### src/rtl/sram_ctrl_pkg.sv
package sram_ctrl_pkg;

    typedef enum logic [2:0] {
        ST_IDLE    = 3'd0,
        ST_READ    = 3'd1,
        ST_WR_TURN = 3'd2,
        ST_WR_DATA = 3'd3,
        ST_WR_HOLD = 3'd4,
        ST_DONE    = 3'd5
    } ctrl_state_e;

    // Nanoseconds to whole clock cycles, rounded up, never below one.
    function automatic int ns_to_cyc(input int ns, input int period);
        int c;
        c = (ns + period - 1) / period;
        return (c < 1) ? 1 : c;
    endfunction

    function automatic int imax(input int a, input int b);
        return (a > b) ? a : b;
    endfunction

endpackage

### src/rtl/sram_phase_timer.sv
module sram_phase_timer #(
    parameter int CNT_W = 4
) (
    input  logic             clk,
    input  logic             rst_n,
    input  logic             load,
    input  logic [CNT_W-1:0] load_val,
    output logic             expired
);
    logic [CNT_W-1:0] cnt_q;

    always_ff @(posedge clk or negedge rst_n) begin
        if (!rst_n) begin
            cnt_q <= '0;
        end else if (load) begin
            cnt_q <= load_val;
        end else if (cnt_q != '0) begin
            cnt_q <= cnt_q - 1'b1;
        end
    end

    assign expired = (cnt_q == '0);

endmodule

### src/rtl/sram_rd_capture.sv
module sram_rd_capture #(
    parameter int DATA_W = 16,
    localparam int LANES = DATA_W / 8
) (
    input  logic              clk,
    input  logic              rst_n,
    input  logic              capture,
    input  logic [LANES-1:0]  lane_en,
    input  logic [DATA_W-1:0] bus_in,
    output logic [DATA_W-1:0] word_out
);
    for (genvar l = 0; l < LANES; l++) begin : g_lane
        always_ff @(posedge clk or negedge rst_n) begin
            if (!rst_n) begin
                word_out[l*8 +: 8] <= '0;
            end else if (capture) begin
                word_out[l*8 +: 8] <= lane_en[l] ? bus_in[l*8 +: 8] : 8'h00;
            end
        end
    end

endmodule

### src/rtl/sram_ctrl.sv
module sram_ctrl
    import sram_ctrl_pkg::*;
#(
    parameter int CLK_NS     = 10,
    parameter bit SLOW_GRADE = 1'b0,
    parameter int ADDR_W     = 16,
    parameter int DATA_W     = 16,
    localparam int LANES     = DATA_W / 8
) (
    input  logic              clk,
    input  logic              rst_n,
    input  logic              req_valid,
    input  logic              req_write,
    input  logic [ADDR_W-1:0] req_addr,
    input  logic [DATA_W-1:0] req_wdata,
    input  logic [LANES-1:0]  req_be,
    output logic              req_ready,
    output logic              rsp_done,
    output logic [DATA_W-1:0] rsp_rdata,
    output logic              mem_ce_n,
    output logic              mem_we_n,
    output logic              mem_oe_n,
    output logic [LANES-1:0]  mem_be_n,
    output logic [ADDR_W-1:0] mem_addr,
    output logic [DATA_W-1:0] mem_dq_out,
    output logic              mem_dq_oe,
    input  logic [DATA_W-1:0] mem_dq_in
);
    // Memory limits in ns for the selected grade.
    localparam int T_ACC  = SLOW_GRADE ? 70 : 55;  // read access and cycle
    localparam int T_OEA  = SLOW_GRADE ? 35 : 25;  // output/lane enable access
    localparam int T_PWE  = SLOW_GRADE ? 50 : 40;  // write strobe width
    localparam int T_SEL  = SLOW_GRADE ? 60 : 40;  // select/addr/lane to write end
    localparam int T_DSU  = SLOW_GRADE ? 30 : 25;  // data setup to write end
    localparam int T_FLT  = SLOW_GRADE ? 25 : 20;  // memory output float time

    // Phase lengths in cycles.
    localparam int RD_CYC   = imax(ns_to_cyc(T_ACC, CLK_NS), ns_to_cyc(T_OEA, CLK_NS));
    localparam int TURN_CYC = ns_to_cyc(T_FLT, CLK_NS);
    localparam int DATA_CYC = imax(ns_to_cyc(T_DSU, CLK_NS),
                                   imax(ns_to_cyc(T_PWE, CLK_NS) - TURN_CYC,
                                        ns_to_cyc(T_SEL, CLK_NS) - TURN_CYC));
    localparam int HOLD_CYC = imax(1, ns_to_cyc(T_ACC, CLK_NS) - TURN_CYC - DATA_CYC - 1);
    localparam int MAX_CYC  = imax(imax(RD_CYC, TURN_CYC), imax(DATA_CYC, HOLD_CYC));
    localparam int CNT_W    = $clog2(MAX_CYC + 1);

    ctrl_state_e        state_q, state_d;
    logic [ADDR_W-1:0]  addr_q;
    logic [DATA_W-1:0]  wdata_q;
    logic [LANES-1:0]   be_q, be_next;
    logic               accept;
    logic               t_load, t_exp;
    logic [CNT_W-1:0]   t_val;

    assign req_ready = (state_q == ST_IDLE);
    assign accept    = req_ready && req_valid;
    assign be_next   = accept ? req_be : be_q;

    sram_phase_timer #(.CNT_W(CNT_W)) u_timer (
        .clk      (clk),
        .rst_n    (rst_n),
        .load     (t_load),
        .load_val (t_val),
        .expired  (t_exp)
    );

    sram_rd_capture #(.DATA_W(DATA_W)) u_capture (
        .clk      (clk),
        .rst_n    (rst_n),
        .capture  ((state_q == ST_READ) && t_exp),
        .lane_en  (be_q),
        .bus_in   (mem_dq_in),
        .word_out (rsp_rdata)
    );

    // Next state and phase timer loading.
    always_comb begin
        state_d = state_q;
        t_load  = 1'b0;
        t_val   = '0;
        unique case (state_q)
            ST_IDLE: begin
                if (req_valid) begin
                    t_load  = 1'b1;
                    state_d = req_write ? ST_WR_TURN : ST_READ;
                    t_val   = req_write ? CNT_W'(TURN_CYC - 1) : CNT_W'(RD_CYC - 1);
                end
            end
            ST_READ: begin
                if (t_exp) state_d = ST_DONE;
            end
            ST_WR_TURN: begin
                if (t_exp) begin
                    state_d = ST_WR_DATA;
                    t_load  = 1'b1;
                    t_val   = CNT_W'(DATA_CYC - 1);
                end
            end
            ST_WR_DATA: begin
                if (t_exp) begin
                    state_d = ST_WR_HOLD;
                    t_load  = 1'b1;
                    t_val   = CNT_W'(HOLD_CYC - 1);
                end
            end
            ST_WR_HOLD: begin
                if (t_exp) state_d = ST_DONE;
            end
            ST_DONE: state_d = ST_IDLE;
            default: state_d = ST_IDLE;
        endcase
    end

    // State register and request latch.
    always_ff @(posedge clk or negedge rst_n) begin
        if (!rst_n) begin
            state_q <= ST_IDLE;
            addr_q  <= '0;
            wdata_q <= '0;
            be_q    <= '0;
        end else begin
            state_q <= state_d;
            if (accept) begin
                addr_q  <= req_addr;
                wdata_q <= req_wdata;
                be_q    <= req_be;
            end
        end
    end

    // Registered memory strobes decoded from the next state: glitch-free pins.
    always_ff @(posedge clk or negedge rst_n) begin
        if (!rst_n) begin
            mem_ce_n  <= 1'b1;
            mem_we_n  <= 1'b1;
            mem_oe_n  <= 1'b1;
            mem_be_n  <= '1;
            mem_dq_oe <= 1'b0;
            rsp_done  <= 1'b0;
        end else begin
            mem_ce_n  <= 1'b1;
            mem_we_n  <= 1'b1;
            mem_oe_n  <= 1'b1;
            mem_be_n  <= '1;
            mem_dq_oe <= 1'b0;
            rsp_done  <= 1'b0;
            unique case (state_d)
                ST_IDLE: ;
                ST_READ: begin
                    mem_ce_n <= 1'b0;
                    mem_oe_n <= 1'b0;
                    mem_be_n <= ~be_next;
                end
                ST_WR_TURN: begin
                    mem_ce_n <= 1'b0;
                    mem_we_n <= 1'b0;
                    mem_be_n <= ~be_next;
                end
                ST_WR_DATA: begin
                    mem_ce_n  <= 1'b0;
                    mem_we_n  <= 1'b0;
                    mem_be_n  <= ~be_next;
                    mem_dq_oe <= 1'b1;
                end
                ST_WR_HOLD: begin
                    mem_ce_n  <= 1'b0;
                    mem_be_n  <= ~be_next;
                    mem_dq_oe <= 1'b1;
                end
                ST_DONE: rsp_done <= 1'b1;
                default: ;
            endcase
        end
    end

    assign mem_addr   = addr_q;
    assign mem_dq_out = wdata_q;

    // ---------------- assertions ----------------
    assert_accept_only_idle_R1: assert property (@(posedge clk) disable iff (!rst_n)
        (req_valid && req_ready) |=> !req_ready);

    assert_we_with_ce_R2: assert property (@(posedge clk) disable iff (!rst_n)
        !mem_we_n |-> !mem_ce_n);

    assert_float_gap_R3: assert property (@(posedge clk) disable iff (!rst_n)
        $fell(mem_we_n) |-> !mem_dq_oe);

    assert_drive_stable_R3: assert property (@(posedge clk) disable iff (!rst_n)
        (mem_dq_oe && $past(mem_dq_oe)) |-> $stable(mem_dq_out));

    assert_oe_high_in_write_R4: assert property (@(posedge clk) disable iff (!rst_n)
        !mem_we_n |-> mem_oe_n);

    assert_no_contention_R4: assert property (@(posedge clk) disable iff (!rst_n)
        mem_dq_oe |-> (mem_oe_n && !mem_ce_n));

    assert_read_levels_R5: assert property (@(posedge clk) disable iff (!rst_n)
        !mem_oe_n |-> (mem_we_n && !mem_ce_n));

    assert_done_pulse_R7: assert property (@(posedge clk) disable iff (!rst_n)
        rsp_done |=> !rsp_done);

    assert_deselect_at_done_R8: assert property (@(posedge clk) disable iff (!rst_n)
        rsp_done |-> mem_ce_n);

    assert_addr_stable_R9: assert property (@(posedge clk) disable iff (!rst_n)
        (!mem_ce_n && !$past(mem_ce_n)) |-> ($stable(mem_addr) && $stable(mem_be_n)));

endmodule

### config.mk
export PLATFORM = sky130hd
export DESIGN_NAME = sram_ctrl
export DESIGN_NICKNAME = d
export VERILOG_FILES = /design/src/rtl/sram_ctrl_pkg.sv /design/src/rtl/sram_phase_timer.sv /design/src/rtl/sram_rd_capture.sv /design/src/rtl/sram_ctrl.sv
export SDC_FILE = /design/constraint.sdc
export NUM_CORES = 1
export LEC_CHECK = 0
export ABC_AREA = 1
export BUFFER_PORTS_ARGS = -buffer_cell sky130_fd_sc_hd__buf_2
export CAP_MARGIN = 20
export CORE_ASPECT_RATIO = 0.7
export CORE_MARGIN = 10
export CORE_UTILIZATION = 45
export DETAILED_ROUTE_END_ITERATION = 10
export PLACE_DENSITY = 0.76
export SLEW_MARGIN = 15
export SYNTH_ARGS = -nofsm -noshare
export SYNTH_HDL_FRONTEND = slang
export SYNTH_HIERARCHICAL = 1
export SYNTH_SLANG_ARGS = --single-unit
### constraint.sdc
create_clock -name clk -period 1.9 [get_ports clk]
set_input_delay 0.19 -clock clk [delete_from_list [all_inputs] [get_ports clk]]
set_output_delay 0.19 -clock clk [all_outputs]
set_load 0.03 [all_outputs]
== Yosys cells after proc, flatten, opt, wreduce, memory -nomap -nowiden ==
Cells that the tools add are included.
W data, S select, Z words.

* Input port bits: 54
* Output and inout bits: 56
* Bits in registers: 63

* Eq/ne operators: 9
* Reductions and logical operators: 11
* $add $sub $neg: 1
* Multiplexer cells: 24
* Bitwise gates (word level): 1

{| class="wikitable"
|+ Operators by type and width
! kind !! number
|-
| $mux W3 || 8
|-
| $mux W8 || 2
|-
| $eq A3 B2 Y1 const B || 4
|-
| $pmux W3 S4 || 1
|-
| $eq A3 B3 Y1 const B || 3
|-
| $mux W2 || 4
|-
| $reduce_or A2 Y1 || 4
|-
| $mux W1 || 7
|-
| $eq A3 B1 Y1 const B || 2
|-
| $logic_not A3 Y1 || 2
|-
| $pmux W3 S2 || 1
|-
| $reduce_or A4 Y1 || 1
|-
| $reduce_bool A3 Y1 || 1
|-
| $sub A3 B1 Y3 const B || 1
|-
| $logic_and A1 B1 Y1 || 2
|-
| $not A2 Y2 || 1
|-
| $pmux W1 S2 || 1
|-
| $reduce_bool A2 Y1 || 1
|}

== Depth between registers and ports, before layout ==
Gate-level depths: netlist of the first run.

* Word-level depth: 6
* Depth in mapped cells: 11

== Hierarchy ==
Netlist of the first run, hierarchy kept.

{| class="wikitable"
|+ By module, submodules not included
! module !! area an instance (um^2) !! instances !! cells an instance
|-
| sram_ctrl || 1,747.9 || 1 || 194
|-
| sram_rd_capture || 686.9 || 1 || 70
|-
| sram_phase_timer || 207.7 || 1 || 32
|}

== Worst setup path after synthesis of the first run ==
No wires, ideal clock.

* Path type: reg2reg
* Start: register u_timer.cnt_q[0]
* End: register u_capture.word_out[10]
* Setup time: 117 ps
* Clock period less this slack: 1,568 ps
* Setup slack: 332 ps
* Data arrival time: 1,451 ps
* Stages on the path, launching flop included: 12
* Path buffers: 2
* Cells stage by stage: dfrtp_1 inv_1 ha_1 inv_1 nor2_2 nand3_1 nor2_1 buf_6 inv_6 buf_12 nand2_2 nand2_1

* Word-level cells in the longest chain between the ends: 2

{| class="wikitable"
|+ RTL lines
! item !! RTL line !! RTL
|-
| from (decl) || sram_phase_timer.sv:10 || <nowiki>logic [CNT_W-1:0] cnt_q;</nowiki>
|-
| from (signal assigned) || sram_phase_timer.sv:16 || <nowiki>cnt_q <= load_val;</nowiki>
|-
| from (signal assigned) || sram_phase_timer.sv:18 || <nowiki>cnt_q <= cnt_q - 1'b1;</nowiki>
|-
| $logic_not A3 Y1 || sram_phase_timer.sv:22 || <nowiki>assign expired = (cnt_q == '0);</nowiki>
|-
| named net t_exp || sram_ctrl.sv:52 || <nowiki>logic t_load, t_exp;</nowiki>
|-
| $logic_and A1 B1 Y1 || sram_ctrl.sv:70 || <nowiki>.capture ((state_q == ST_READ) && t_exp),</nowiki>
|-
| to (signal, indexed assignment) || sram_rd_capture.sv:17 || <nowiki>word_out[l*8 +: 8] <= lane_en[l] ? bus_in[l*8 +: 8] : 8'h00;</nowiki>
|-
| to (decl) || sram_rd_capture.sv:10 || <nowiki>output logic [DATA_W-1:0] word_out</nowiki>
|}

The timed path passes the listed nets, and every way through them passes these cells.
A chain may end at the register's enable or synchronous reset.

== Final worst setup path of the first run ==
* Start: register u_timer.cnt_q[0]
* End: register u_capture.word_out[7]

The elaborated chain is that of the path after synthesis.

==> metrics.yaml, run 1 <==
leakagePower_nw: 2.05
dieArea_mm2: 0.00939
post_dp_cell_area_mm2: 0.00323
place.gp.congestion: 0.841
syn-cell-area_mm2: 0.00264
path_cells: "inv_1, ha_1, inv_1, nor2_2, nand3_1, nor2_1, buf_4, inv_6, nand2_1, nand2_1"
vias: 2249
crit_type: "reg2reg"
rows: 23
port_buffers: 109
post-synth-top-area-fraction: 0.549
drv_slew: 0
ys_types: 23
routedWlPerCell_um: 14.0
area_growth_pct: 30.5
mostFrequentLayoutCells: "153 x nand2_1, 109 x buf_2, 58 x dfrtp_1"
worstPathRequired_ns: 2.11
final_area_mm2: 0.00345
critPathBufInv: 4
grt_pass1_vias: 2405
postCtsHoldBufs: 1
cts_tree: "yes"
synth_top_area_cell: "dfrtp_1"
final_nets: 467
skew_ns: 0.00691
hold_viol: 0
netlist_instances: 296
final.min_clock_period_ns: 1.74
drive_gt1_frac: 0.380
clkSlewWorstSetupHoldPaths_ns: 0.07
worstSkewPairLatency_ns: 0.33
cp_top_family: "simple AND/OR/NAND/NOR gates"
final_common_cell: "nand2_1"
antenna_found_initial: 0
cp_slowest_stage_delay_ns: 0.39
die_w_um: 112
cts-htree-levels: 3
grt_usage: 0.149
rsz0062_at_grt: "false"
postCtsSetupBuffers: 0
cp_max_fo: 17
fin_setup_tns_ns: 0
maxCapViolCount: 0
ant_nets: 0
cpMaxStageDelayCell: "dfrtp_1"
cts_resized: 0
synth.avg_cell_area_um2: 8.93
grt_max_degree: 47
cp-end-kind: "flip-flop"
start_util: 0.464
worstMarginPinSlew_ns: 0.399
grt_pass1_wl_um: 11600
core_mm2: 0.00570
clockRootBuffer: "clkbuf_8"
critical_path_arrival_ns: 1.96
die_h_um: 84.1
totalWireLength_um: 6860
yosys-top-cells-area: "dfrtp_1 55%, nand2_1 22%, dfstp_2 5.0%"
clockBufferDepth: 2
fmax_mhz: 573
holdCritPathClass: "in2reg"
slew_headroom: 0.734
dpl.hpwl_um: 5180
drtPass1Iterations: 4
drtIter0Drc: 104
numCtsBuffers: 9
ios: 110
power_per_cell_area_mw_per_mm2: 1950
min_period_over_period: 0.918
insertedDiodeCount: 0
critPathLaunchType: "flip-flop"
clkSinkCount: 63
yosysSeqAreaShare: 0.599
overflow: 0
synth_seq_cells: 63
yosys_warnings: 6
ir_worst_vdd_mv: 1.01
drc: 0
status: "finished clean"
setup_viol: 0
synthesis.nets: 352
viasPerCell: 4.58
path summary, 6_finish.rpt:
check                      cells after the start  slack, ns              from                    end
min reg2reg                                    2       0.47      mem_addr[14]           mem_addr[14]
max in group asynchronous                      3       0.97             rst_n            mem_be_n[1]
min                                            3       0.05       req_addr[0]            mem_addr[0]
min in group asynchronous                      2       0.32             rst_n  u_capture/word_out[4]
max                                           10       0.16  u_timer/cnt_q[0]  u_capture/word_out[7]
max reg2reg                                   10       0.16  u_timer/cnt_q[0]  u_capture/word_out[7]
sequential cells by signal, indices dropped and copies added (netlist names):
signal	flops
u_capture/word_out	16
mem_we_n	1
mem_dq_oe	1
rsp_done	1
mem_ce_n	1
mem_dq_out	16
u_timer/cnt_q	3
mem_be_n	2
mem_addr	16
state_q	3
be_q	2
mem_oe_n	1
cells by family after synthesis:
group                      synth area share
buffers and inverters                0.0639
adders and majority gates           0.00947
AOI/OAI and AO/OA                   0.00568
and+or+nand+nor                       0.322
DFF                                   0.599
worst reg2reg max path, delay by kind of cell (launching register included):
kind	cells	cell delay (ns)
and+or+nand+nor	5	0.55
buffers and inverters	4	0.50
DFF	1	0.39
adders and majority gates	1	0.20
power by group:
| part | internal, W | leakage [nW] | switching (W) |
|---|---|---|---|
| clock | 0.000710 | 0.109 | 0.000481 |
| sequential | 0.00197 | 0.789 | 0.000384 |
| combinational | 0.000915 | 1.15 | 0.00226 |
| total | 0.00360 | 2.05 | 0.00312 |
cell usage after synthesis:
cell type,count
nand2_4,1
nand3_1,19
buf_6,5
nand2_1,153
ha_1,2
inv_6,1
and2_1,1
dfstp_2,5
nand3_2,2
buf_12,1
nor2_2,1
inv_1,11
o21ai_0,2
inv_4,1
inv_2,3
nand2_2,14
clkbuf_2,1
a21oi_1,1
nor2_1,7
nor2_4,1
nand4_1,2
buf_2,4
dfrtp_1,58
area by class of cell:
| cell class | instances | area, µm² |
|---|---|---|
| fillers | 539 | 2250 |
| flip-flops and latches | 63 | 1580 |
| multi-input cells | 206 | 891 |
| repair buffers | 115 | 606 |
| clock buffers | 13 | 169 |
| well taps | 75 | 93.8 |
| inverters | 16 | 67.6 |
| clock inverters | 3 | 40.0 |
stage by stage:
step	cells	hold WS (ns)	setup slack [ns]	power, W	util
2_1_floorplan	296	-0.106	0.332	0.00465	-
3_3_place_gp	474	0.139	0.274	0.00548	0.567
3_5_place_dp	474	0.139	0.175	0.00558	0.567
4_1_cts	491	0.0380	0.146	0.00680	0.605
5_1_grt	491	0.0469	0.0333	0.00723	0.605
6_report	491	0.0537	0.156	0.00672	0.605
layer usage:
layer,share of wire,track usage,wire length (µm),up-vias
li1,-,-,-,1135
met1,0.44,0.176,3040,1009
met2,0.43,0.224,2920,98
met3,0.12,0.0848,831,7
met4,0.0099,0.0477,68,0
met5,0,0,0,-
Note: power is estimated with default switching activity, not from simulation.
==> inputs of run 2 (changes only) <==
- CORE_ASPECT_RATIO: 0.7 -> unset
==> metrics.yaml, run 2 (same netlist as run 1, synthesis figures left out) <==
cp_max_fo: 17
hold_viol: 0
holdCritPathClass: "in2reg"
ir_worst_vdd_mv: 0.923
hold-path-cell-count: 3
fmax_mhz: 581
clockBufferDepth: 2
cts-htree-levels: 3
min_period_over_period: 0.906
dpl.hpwl_um: 5020
met3WireLength_um: 620
post_dp_cell_area_mm2: 0.00322
drv_slew: 0
dieArea_mm2: 0.00934
grt_pass1_vias: 2261
skew_ns: 0.0123
min_from: "req_wdata[4]"
start_util: 0.471
final_util: 0.606
clkSinkCount: 63
port_buffers: 109
drive_gt1_frac: 0.376
clkSlewWorstSetupHoldPaths_ns: 0.07
nFillCells: 506
insertedDiodeCount: 0
ant_nets: 0
vias: 2265
seq_area_mm2: 0.00158
top_layer_used: "met4"
pwr-share-seq: 0.362
power_frac_comb: 0.483
mostFrequentLayoutCells: "153 x nand2_1, 109 x buf_2, 58 x dfrtp_1"
fin_setup_tns_ns: 0
r2r_slack_ns: 0.18
switching_share: 0.480
cp-end-kind: "flip-flop"
rows: 27
maxCapViolCount: 0
crit_type: "reg2reg"
routedWlPerCell_um: 13.6
final_area_mm2: 0.00340
antenna_found_initial: 0
worstPathRequired_ns: 2.11
place.gp.congestion: 0.884
grt_usage: 0.141
dp_cells: 470
die_w_um: 96.6
ios: 110
p_total_w: 0.00649
rsz0062_at_grt: "false"
cts_tree: "yes"
power_per_cell_area_mw_per_mm2: 1910
drtPass1Iterations: 4
status: "finished clean"
p_sw_w: 0.00311
pwr-share-clk: 0.155
slew_headroom: 0.655
final_common_cell: "nand2_1"
die_h_um: 96.6
r2r_start: "u_timer/cnt_q[0]"
area_growth_pct: 28.7
drt-met1-wl_um: 3040
multiInputGateArea_um2: 891
worstMarginPinSlew_ns: 0.517
reg2reg_to: "u_capture/word_out[13]"
totalWireLength_um: 6640
grt_pass1_wl_um: 11200
final_nets: 466
drc: 0
critical_path_arrival_ns: 1.93
critPathLaunchType: "flip-flop"
numCtsBuffers: 9
setup_viol: 0
viasPerCell: 4.65
drtIter0Drc: 180
finalNonFillerCells: 487
wl_met2_um: 2860
grt_max_degree: 36
core_mm2: 0.00561
r2r_cells: 10
overflow: 0
worstSkewPairLatency_ns: 0.33
p_int_w: 0.00337
clockRootBuffer: "clkbuf_8"
leakagePower_nw: 2.02
hold_end: "mem_dq_out[4]"
final.min_clock_period_ns: 1.72
[run 2: routing by layer]
metal / vias to the layer above / GRT usage
li1: 1134 / -
met1: 1018 / 0.184
met2: 100 / 0.203
met3: 13 / 0.0511
met4: 0 / 0.0609
met5: - / 0
[run 2: how the worst max path moves through the flow]
stage                                start                     end  slack (ns)  depth (start not counted)
after floorplan           u_timer/cnt_q[0]  u_capture/word_out[10]        0.33                         11
after global placement    u_timer/cnt_q[0]  u_capture/word_out[13]        0.26                         10
after detailed placement  u_timer/cnt_q[0]  u_capture/word_out[13]        0.20                         10
after CTS                 u_timer/cnt_q[0]  u_capture/word_out[13]        0.17                         10
after global routing      u_timer/cnt_q[0]  u_capture/word_out[13]        0.03                         10
final                     u_timer/cnt_q[0]  u_capture/word_out[13]        0.18                         10
[run 2: final cells by class]
type / instances / area share
Timing Repair Buffer: 114 / 0.177
Clock inverter: 4 / 0.00662
Multi-Input combinational cell: 206 / 0.262
Clock buffer: 12 / 0.0427
Sequential cell: 63 / 0.465
Tap cell: 72 / 0.0265
Inverter: 16 / 0.0199
[run 2: metrics by stage]
step	setup slack (ns)	hold WS (ns)
after floorplan	0.332	-0.106
after CTS	0.167	0.0345
after detailed placement	0.200	0.198
final	0.179	0.0462
after global routing	0.0287	0.0429
after global placement	0.257	0.189
[run 2: what timing repair did]
| item | in CTS | in global routing |
|---|---|---|
| endpoints found under the setup margin | 0 | 2 |
| hold endpoints to repair | 15 | 0 |
| hold buffers | 1 | 0 |
| buffers inserted | 0 | 0 |
| gates resized for setup | 0 | 1 |
[run 2: worst max-delay path, cell delays in order (launching register included)]
cell	delay [ns]
dfrtp_1	0.39
inv_1	0.09
ha_1	0.20
inv_1	0.06
nor2_2	0.16
nand3_1	0.14
nor2_1	0.14
buf_6	0.20
inv_6	0.10
nand2_1	0.08
nand2_1	0.05
[run 2: power by group through the flow]
stage | clock [W] | combinational, W | sequential [W]
global placement | 0 | 0.00310 | 0.00235
global route | 0.00108 | 0.00347 | 0.00242
finish | 0.00100 | 0.00314 | 0.00235
floorplan | 0 | 0.00133 | 0.00333
CTS | 0.00102 | 0.00319 | 0.00235
detailed placement | 0 | 0.00318 | 0.00235
==> inputs of run 3 (changes only) <==
- CELL_PAD_IN_SITES_DETAIL_PLACEMENT: unset -> 1
- CELL_PAD_IN_SITES_GLOBAL_PLACEMENT: unset -> 1
- CORE_UTILIZATION: 45 -> 34
- PLACE_DENSITY: 0.76 -> unset
- PLACE_DENSITY_LB_ADDON: unset -> 0.1
==> metrics.yaml, run 3 (same netlist as run 1, synthesis figures left out) <==
dieArea_mm2: 0.0117
drc: 0
drtPass1Iterations: 4
cp_max_fo: 17
hold_viol: 0
area_growth_pct: 33.5
critPathLaunchType: "flip-flop"
core_mm2: 0.00765
power_per_cell_area_mw_per_mm2: 1960
clockRootBuffer: "clkbuf_8"
start_util: 0.346
cp_slowest_stage_delay_ns: 0.39
clockBufferDepth: 2
ios: 110
grt_max_degree: 32
slew_headroom: 0.634
clkSinkCount: 63
ir_worst_vdd_mv: 0.651
worstSkewPairLatency_ns: 0.33
viasPerCell: 4.45
drv_slew: 0
final_nets: 468
dpl_worst_slack_ns: 0.148
ant_nets: 0
dpl.hpwl_um: 5860
dp_cells: 502
insertedDiodeCount: 0
grt_usage: 0.133
min_period_over_period: 0.890
postCtsSetupBuffers: 0
rows: 32
mostFrequentLayoutCells: "153 x nand2_1, 109 x buf_2, 58 x dfrtp_1"
setup_viol: 0
fmax_mhz: 591
cpMaxStageDelayCell: "dfrtp_1"
fin_setup_tns_ns: 0
final_util: 0.461
die_h_um: 108
fin_ws_ns: 0.208
numCtsBuffers: 9
final.min_clock_period_ns: 1.69
finalNonFillerCells: 519
skew_ns: 0.0111
clkSlewWorstSetupHoldPaths_ns: 0.07
drtIter0Drc: 67
final_common_cell: "nand2_1"
grt_pass1_wl_um: 12400
maxCapViolCount: 0
routedWlPerCell_um: 14.5
antenna_found_initial: 0
grt_pass1_vias: 2442
worstMarginPinSlew_ns: 0.550
totalWireLength_um: 7510
vias: 2308
crit_type: "reg2reg"
cts-htree-levels: 3
holdCritPathClass: "in2reg"
cts_tree: "yes"
rsz0062_at_grt: "false"
place.gp.congestion: 0.764
drive_gt1_frac: 0.379
overflow: 0
critical_path_arrival_ns: 1.91
path_cells: "inv_1, ha_1, inv_1, nor2_2, nand3_1, nor2_2, buf_12, inv_6, nand2_1, nand2_1"
status: "finished clean"
worstPathRequired_ns: 2.12
cp-end-kind: "flip-flop"
port_buffers: 109
leakagePower_nw: 2.06
die_w_um: 108
==> run 3: cell types whose count changed in the layout (fill, tap and decap cells not counted) <==
cell	previous run	this run
buf_12	1	2
buf_4	2	4
buf_6	1	0
bufinv_16	0	3
clkbuf_1	2	3
clkbuf_8	10	9
clkinv_2	3	1
clkinvlp_4	1	0
nor2_1	7	6
nor2_2	1	2
==> run 3: worst max-delay path: cells and delay by family, from the launching register on <==
family        cells  cell delay [ns]
simple gates      5             0.60
buf+inv           4             0.40
flops             1             0.39
fa+ha+maj         1             0.19
==> run 3: cell type report <==
class                      instances  area, µm²
fill                             965       4120
sequential                        63       1580
multi-input combinational        206        893
timing repair buffer             116        626
clock buffer                      12        135
tap                              102        128
clock inverter                     4       95.1
inverter                          16       67.6
==> run 3: power by group <==
| part | internal (W) | switching (W) |
|---|---|---|
| combinational | 0.000929 | 0.00228 |
| clock | 0.000872 | 0.000497 |
| sequential | 0.00197 | 0.000369 |
| total | 0.00377 | 0.00315 |
==> run 3: stage by stage <==
stage	total power (W)	area (µm²)	hold slack [ns]
5_1_grt	0.00751	3530	0.0273
3_3_place_gp	0.00558	3280	0.203
6_report	0.00692	3530	0.0502
4_1_cts	0.00708	3520	0.0268
2_1_floorplan	0.00465	2640	-0.106
3_5_place_dp	0.00566	3280	0.214
==> run 3: timing repair <==
item,CTS,global route
resized for setup,0,1
endpoints found under the setup margin,0,11
endpoints found under the hold margin,15,0
hold buffers,1,0
==> run 3: path summary, 6_finish.rpt <==
check | startpoint | end | slack [ns] | depth (start not counted)
worst max-delay path | u_timer/cnt_q[0] | u_capture/word_out[13] | 0.21 | 10
worst min-delay path | req_addr[4] | mem_addr[4] | 0.05 | 3
worst max register to register | u_timer/cnt_q[0] | u_capture/word_out[13] | 0.21 | 10
worst min register to register | mem_dq_out[13] | mem_dq_out[13] | 0.47 | 2
max in group asynchronous | rst_n | mem_addr[15] | 0.93 | 3
min in group asynchronous | rst_n | u_capture/word_out[2] | 0.39 | 2
==> run 3: per-layer routing <==
| layer | GRT usage | share of wire |
|---|---|---|
| met1 | 0.167 | 0.44 |
| met2 | 0.196 | 0.46 |
| met3 | 0.0577 | 0.096 |
| met4 | 0.0544 | 0.0096 |
| met5 | 0 | 0 |
